File: src/rtl/tlc_pkg.sv
// Package: shared widths, state encoding, lamp codes and the function that
// computes every word of the controller's lookup table.
// Assumes one sensor input and two three-lamp groups.
package tlc_pkg;

    localparam int STATE_W = 3;
    localparam int SENSE_W = 1;
    localparam int LAMP_W  = 3;
    localparam int GROUPS  = 2;
    localparam int OUT_W   = LAMP_W * GROUPS;
    localparam int ADDR_W  = STATE_W + SENSE_W;
    localparam int WORD_W  = STATE_W + OUT_W;

    localparam logic [LAMP_W-1:0] LAMP_GO   = 3'b100;
    localparam logic [LAMP_W-1:0] LAMP_SLOW = 3'b010;
    localparam logic [LAMP_W-1:0] LAMP_STOP = 3'b001;

    typedef enum logic [STATE_W-1:0] {
        ST_NS_GO1  = 3'd0,
        ST_NS_GO2  = 3'd1,
        ST_NS_GO3  = 3'd2,
        ST_NS_SLOW = 3'd3,
        ST_CLEAR_A = 3'd4,
        ST_EW_GO   = 3'd5,
        ST_EW_SLOW = 3'd6,
        ST_CLEAR_B = 3'd7
    } phase_t;

    // Table word for address {state, car}: {next state, ns lamps, ew lamps}
    function automatic logic [WORD_W-1:0] table_word(input logic [ADDR_W-1:0] addr);
        phase_t            cur;
        logic              car;
        phase_t            nxt;
        logic [LAMP_W-1:0] ns;
        logic [LAMP_W-1:0] ew;
        cur = phase_t'(addr[ADDR_W-1:SENSE_W]);
        car = addr[0];
        ns  = LAMP_STOP;
        ew  = LAMP_STOP;
        case (cur)
            ST_NS_GO1:  begin nxt = ST_NS_GO2; ns = LAMP_GO; end
            ST_NS_GO2:  begin nxt = ST_NS_GO3; ns = LAMP_GO; end
            ST_NS_GO3:  begin nxt = car ? ST_NS_SLOW : ST_NS_GO3; ns = LAMP_GO; end
            ST_NS_SLOW: begin nxt = ST_CLEAR_A; ns = LAMP_SLOW; end
            ST_CLEAR_A: begin nxt = ST_EW_GO; end
            ST_EW_GO:   begin nxt = car ? ST_EW_GO : ST_EW_SLOW; ew = LAMP_GO; end
            ST_EW_SLOW: begin nxt = ST_CLEAR_B; ew = LAMP_SLOW; end
            default:    begin nxt = ST_NS_GO1; end
        endcase
        return {nxt, ns, ew};
    endfunction

endpackage

File: src/rtl/tlc_rom.sv
// Module: constant lookup table. Each entry is computed by the package
// function at elaboration. Assumes DEPTH = 2**ADDR_W, with read purely combinational.
module tlc_rom #(
    parameter int ADDR_W = tlc_pkg::ADDR_W,
    parameter int DATA_W = tlc_pkg::WORD_W
) (
    input  logic [ADDR_W-1:0] addr,
    output logic [DATA_W-1:0] data
);
    localparam int DEPTH = 1 << ADDR_W;

    logic [DATA_W-1:0] words [DEPTH];

    // Fill one entry per address from the table function
    for (genvar i = 0; i < DEPTH; i++) begin : g_word
        assign words[i] = tlc_pkg::table_word(ADDR_W'(i));
    end

    // Combinational read of the addressed entry
    assign data = words[addr];
endmodule

File: src/rtl/tlc_reg.sv
// Module: plain register with a synchronous active-low reset to RST_VAL.
// Assumes rst_n is synchronous to clk.
module tlc_reg #(
    parameter int          W       = 3,
    parameter logic [W-1:0] RST_VAL = '0
) (
    input  logic         clk,
    input  logic         rst_n,
    input  logic [W-1:0] d,
    output logic [W-1:0] q
);
    // Capture d each edge, or load the reset value
    always_ff @(posedge clk) begin
        if (!rst_n) q <= RST_VAL;
        else        q <= d;
    end
endmodule

File: src/rtl/tlc_table_ctrl.sv
// Module: top of the table-driven junction controller. The state register
// and the sensor address the table. The word's next-state field feeds the
// state register, and its lamp field feeds the output register.
// Assumes car_ew is already synchronous to clk.
module tlc_table_ctrl (
    input  logic       clk,
    input  logic       rst_n,
    input  logic       car_ew,
    output logic [5:0] lamps
);
    import tlc_pkg::*;

    logic [STATE_W-1:0] state_q;
    logic [ADDR_W-1:0]  rom_addr;
    logic [WORD_W-1:0]  rom_word;
    logic [STATE_W-1:0] next_state;
    logic [OUT_W-1:0]   lamp_d;

    // Address the table with {current state, sensor}
    assign rom_addr = {state_q, car_ew};

    // Split the table word into its two fields
    assign {next_state, lamp_d} = rom_word;

    tlc_rom #(.ADDR_W(ADDR_W), .DATA_W(WORD_W)) i_rom (
        .addr (rom_addr),
        .data (rom_word)
    );

    tlc_reg #(.W(STATE_W), .RST_VAL(STATE_W'(ST_NS_GO1))) i_state_reg (
        .clk   (clk),
        .rst_n (rst_n),
        .d     (next_state),
        .q     (state_q)
    );

    tlc_reg #(.W(OUT_W), .RST_VAL({LAMP_STOP, LAMP_STOP})) i_lamp_reg (
        .clk   (clk),
        .rst_n (rst_n),
        .d     (lamp_d),
        .q     (lamps)
    );
endmodule

File: config.mk
export PLATFORM = sky130hd
export DESIGN_NAME = tlc_table_ctrl
export DESIGN_NICKNAME = d
export VERILOG_FILES = /design/src/rtl/tlc_pkg.sv /design/src/rtl/tlc_rom.sv /design/src/rtl/tlc_reg.sv /design/src/rtl/tlc_table_ctrl.sv
export SDC_FILE = /design/constraint.sdc
export NUM_CORES = 1
export LEC_CHECK = 0
export ABC_CLOCK_PERIOD_IN_PS = 1000
export BUFFER_PORTS_ARGS = -buffer_cell sky130_fd_sc_hd__clkbuf_2
export CAP_MARGIN = 20
export CORE_AREA = 2 2 39 41
export DETAILED_ROUTE_END_ITERATION = 8
export DIE_AREA = 0 0 41 43
export SYNTH_ARGS = -nofsm -noshare
export SYNTH_HDL_FRONTEND = slang
export SYNTH_SLANG_ARGS = --single-unit
File: constraint.sdc
create_clock -name clk -period 1 [get_ports clk]
set_clock_uncertainty 0.1 [all_clocks]
set_input_delay 0.1 -clock clk [delete_from_list [all_inputs] [get_ports clk]]
set_output_delay 0.1 -clock clk [all_outputs]
set_load 0.02 [all_outputs]
### Word-level counts from Yosys, hierarchy flattened

Memories as Yosys holds them, arrays and structs flattened. A register that Yosys moved wholly into a read port is not among the register bits.
Index checks and enable logic that the tools add are counted.

* bitwise gates (word level): 1
* reduce and logical (&&, ||, !) cells: 1

Operators with widths (number)
* $not A4 Y5: 1
* $logic_not A1 Y1: 1

* flip-flop bits (word level): 0
* ROM bits: 144
* input bits: 3
* output and inout bits: 6
* memories: 1

Memories
* (no name shown): depth 16, bits a word 9, rd ports 1, clocked after Yosys merged registers in 1, wr ports 0, RTL line tlc_rom.sv:20 `assign data = words[addr];`

### Depth between registers and ports, before layout

* depth in word-level cells: 1
* mapped depth: 3
* depth with buffers taken out: 3

### Cells and area by module

From an unflattened synthesis, not the netlist that was laid out.

* cells, all modules: 38
* area total of the unflattened synthesis: 386.6 µm²

By module, submodules not included
* tlc_reg (i_lamp_reg): instances 1, cells each 12, area each 157.7 µm², seq. area each 120.1 µm²
* tlc_rom: instances 1, cells each 20, area each 150.1 µm², seq. area each 0.0 µm²
* tlc_reg (i_state_reg): instances 1, cells each 6, area each 78.8 µm², seq. area each 60.1 µm²

### Least setup slack after synthesis

No wires, ideal clock.

* path type: flip-flop to flip-flop
* from: register i_state_reg.q[0]
* to: register i_state_reg.q[1]
* data arrival time: 859 ps
* required time: 826 ps
* path slack: -33 ps
* cell stages (with the launch flop): 3
* path through: dfxtp_1 or3b_1 a31oi_1

* cells in the longest elaborated chain, start to end: 1

RTL lines
* start, declared: RTL line tlc_reg.sv:10 `output logic [W-1:0] q`
* $not A4 Y5 (not written as such): RTL line tlc_rom.sv:20

Every way passes these cells.

### Final worst setup path

Ends and elaborated chain as after synthesis.

==> results.yml <==
grt:
  overflow: 0
  antenna_found_initial: 0
  track_usage: 0.06928
  grt_pass1_vias: 182
  grt_pass1_wl_um: 759
  grt_max_degree: 10
worst_setup_path:
  required_ns: 1.04
  endpoint_kind: "register"
  cp_cell_sequence: "ha_1 -> o21ai_1 -> a31oi_1"
  r2r-end: "i_state_reg.q[1]"
  cp_num_buf_inv: 0
  r2r-start: "i_state_reg.q[0]"
  crit_path_max_fanout: 7
  cp_top_family: "flip-flops"
  critPathMaxStageDelay_ns: 0.36
  reg2reg_slack_ns: -0.05
  worstPathArrival_ns: 1.09
  rr_worst_depth: 3
  worstSetupStartpointType: "register"
  cp.depth: 3
  worst-setup-path-type: "reg -> reg"
  critPathLaunch: "i_state_reg.q[0]"
  crit_end: "i_state_reg.q[1]"
  critPathSlowestCell: "dfxtp_4"
yosys:
  syn_area_per_cell_um2: 10.13
  synth-edff-count: 0
  ys_warn_count: 0
  synth_commonest_cells: "9 x dfxtp_1, 4 x nand2b_1, 4 x nor2_1"
  syn_nets: 37
  synth_area_um2: 324.1
  synth-seq-cells: 9
  ys_seq_area_frac: 0.5560
  async_flop_share: 0
  yosys.area.top_type_share: 0.5560
  yosysTopAreaCell: "dfxtp_1"
  synth.area.top_cells: "dfxtp_1 56%, ha_1 7.7%, nand2b_1 7.7%"
  postSynthCellCount: 32
  synth_cell_types: 17
  synth_most_common_cell: "dfxtp_1"
  ys.flop_type: "dfxtp_1"
cts:
  cts_root_buffer: "clkbuf_4"
  cts_max_level: 1
  clk_path_buf_depth: 2
  cts_tree: "done"
  postCtsSetupRepairBufs: 0
  clk_latency_ns: 0.25
  cts_made_buffers: 3
  path_clk_slew_ns: 0.06
  cts_sinks: 9
floorplan:
  die_x_um: 41
  num_io_pins: 9
  start_util: 0.2342
  die_area_mm2: 0.001763
  core_mm2: 0.001384
  row_count: 14
  fp.dieH_um: 43
min_path:
  holdCritPathClass: "in -> reg"
timing:
  fin_ws_ns: -0.04976
  drv_slew: 0
  fmax_mhz: 952.6
  worstMarginPinSlew_ns: 0.2162
  rsz0062_at_grt: "true"
  slew_headroom: 0.8554
  setup_viol_count_final: 2
  holdWs_ns: 0.01974
  fin_crit_ns: 1.050
  fin_crit_sh: 1.050
  hold_viol: 0
route:
  drt-pass1-iter-count: 4
  wl_per_cell_um: 8.525
  totalWireLength_um: 520
  drc: 0
  vias: 257
  avgViaCountPerCell: 4.213
  drtIter0Drc: 2
  ant_nets: 0
layout:
  nets: 51
  n_antenna_cell: 0
  layout-drive-gt1-share: 0.3556
  finish.utilization: 0.3092
  area_delta_synth_final_pct: 32.05
  instances_no_fill: 61
placed_design:
  port_buffers: 8
  routabilityCongestion: 0.7254
  dp_hpwl_um: 375.7
  dp.cells: 56
pwr:
  p_leak_uw: 0.0001869
  ir_drop_mv: 0.5575
  power.density_mw_per_mm2: 2475
status:
  failed_checks: "setup timing"
  status: "finished with violations"
job:
  drv_cap: 0
-- cell usage in the layout (no fill, tap or decap), types with 2 or more instances in the layout --
| master | count |
|---|---|
| clkbuf_2 | 8 |
| dfxtp_1 | 7 |
| ha_1 | 2 |
| nor2_1 | 4 |
| nand2b_1 | 4 |
| clkbuf_4 | 3 |
-- routing by layer --
metal / up-vias / global-route usage / wire length [µm]
li1: 134 / - / -
met1: 112 / 0.09003 / 261
met2: 9 / 0.07188 / 206
met3: 2 / 0.03141 / 39
met4: 0 / 0.08000 / 12
met5: - / 0 / 0
-- registers in the layout, indices dropped and copies added, names as in the netlist --
| name | flops |
|---|---|
| i_state_reg.q | 3 |
| i_lamp_reg.q | 6 |
-- repair_timing --
item	CTS	global route
endpoints found under the hold margin	1	0
gates resized for setup	1	1
endpoints found under the setup margin	2	6
pin swaps	0	1
hold buffers	1	0
-- layout make-up --
cell class | count | area, µm²
sequential | 9 | 185.2
multi-input combinational | 20 | 131.4
timing repair buffer | 10 | 57.56
clock buffer | 4 | 26.28
inverter | 2 | 7.507
tap | 16 | 20.02
fill | 152 | 955.9
-- power by group --
group | switching (µW) | internal [µW]
clock | 116 | 153
combinational | 130 | 141
sequential | 74.4 | 445
-- worst min path at each step --
stage,start,to,slack [ns],cells past startpoint
floorplan,rst_n,i_lamp_reg.q[0],0.07,1
global placement,rst_n,i_lamp_reg.q[0],0.26,2
detailed placement,rst_n,i_lamp_reg.q[0],0.25,2
CTS,rst_n,i_state_reg.q[2],0.02,3
global route,rst_n,i_state_reg.q[2],0.04,3
finish,rst_n,i_state_reg.q[2],0.02,3
-- tightest hold or removal path, cell delays in order --
cell and delay [ns]:
clkbuf_2 0.13, inv_2 0.07, a21oi_1 0.03
-- per-stage QoR --
step	setup TNS, ns	cell area [µm²]	setup slack, ns	total power, µW
final	-0.08066	427.9	-0.04976	1059
after global routing	-0.2165	427.9	-0.1003	1140
after CTS	-0.08910	426.7	-0.06015	1075
after detailed placement	-0.06282	387.9	-0.06235	785.3
after global placement	-0.03246	387.9	-0.03246	778.3
after floorplan	0	325.3	0.004813	699.0
-- cells by family (layout without fill, tap and decap cells) --
kind of cell | after synthesis | after routing | synth area share
and+or+nand+nor | 13 | 13 | 0.2278
DFF | 9 | 9 | 0.5560
AOI/OAI and AO/OA | 5 | 5 | 0.1004
buffers and inverters | 3 | 16 | 0.03857
adders and majority gates | 2 | 2 | 0.07721
Power figures use the tool's default switching activity.
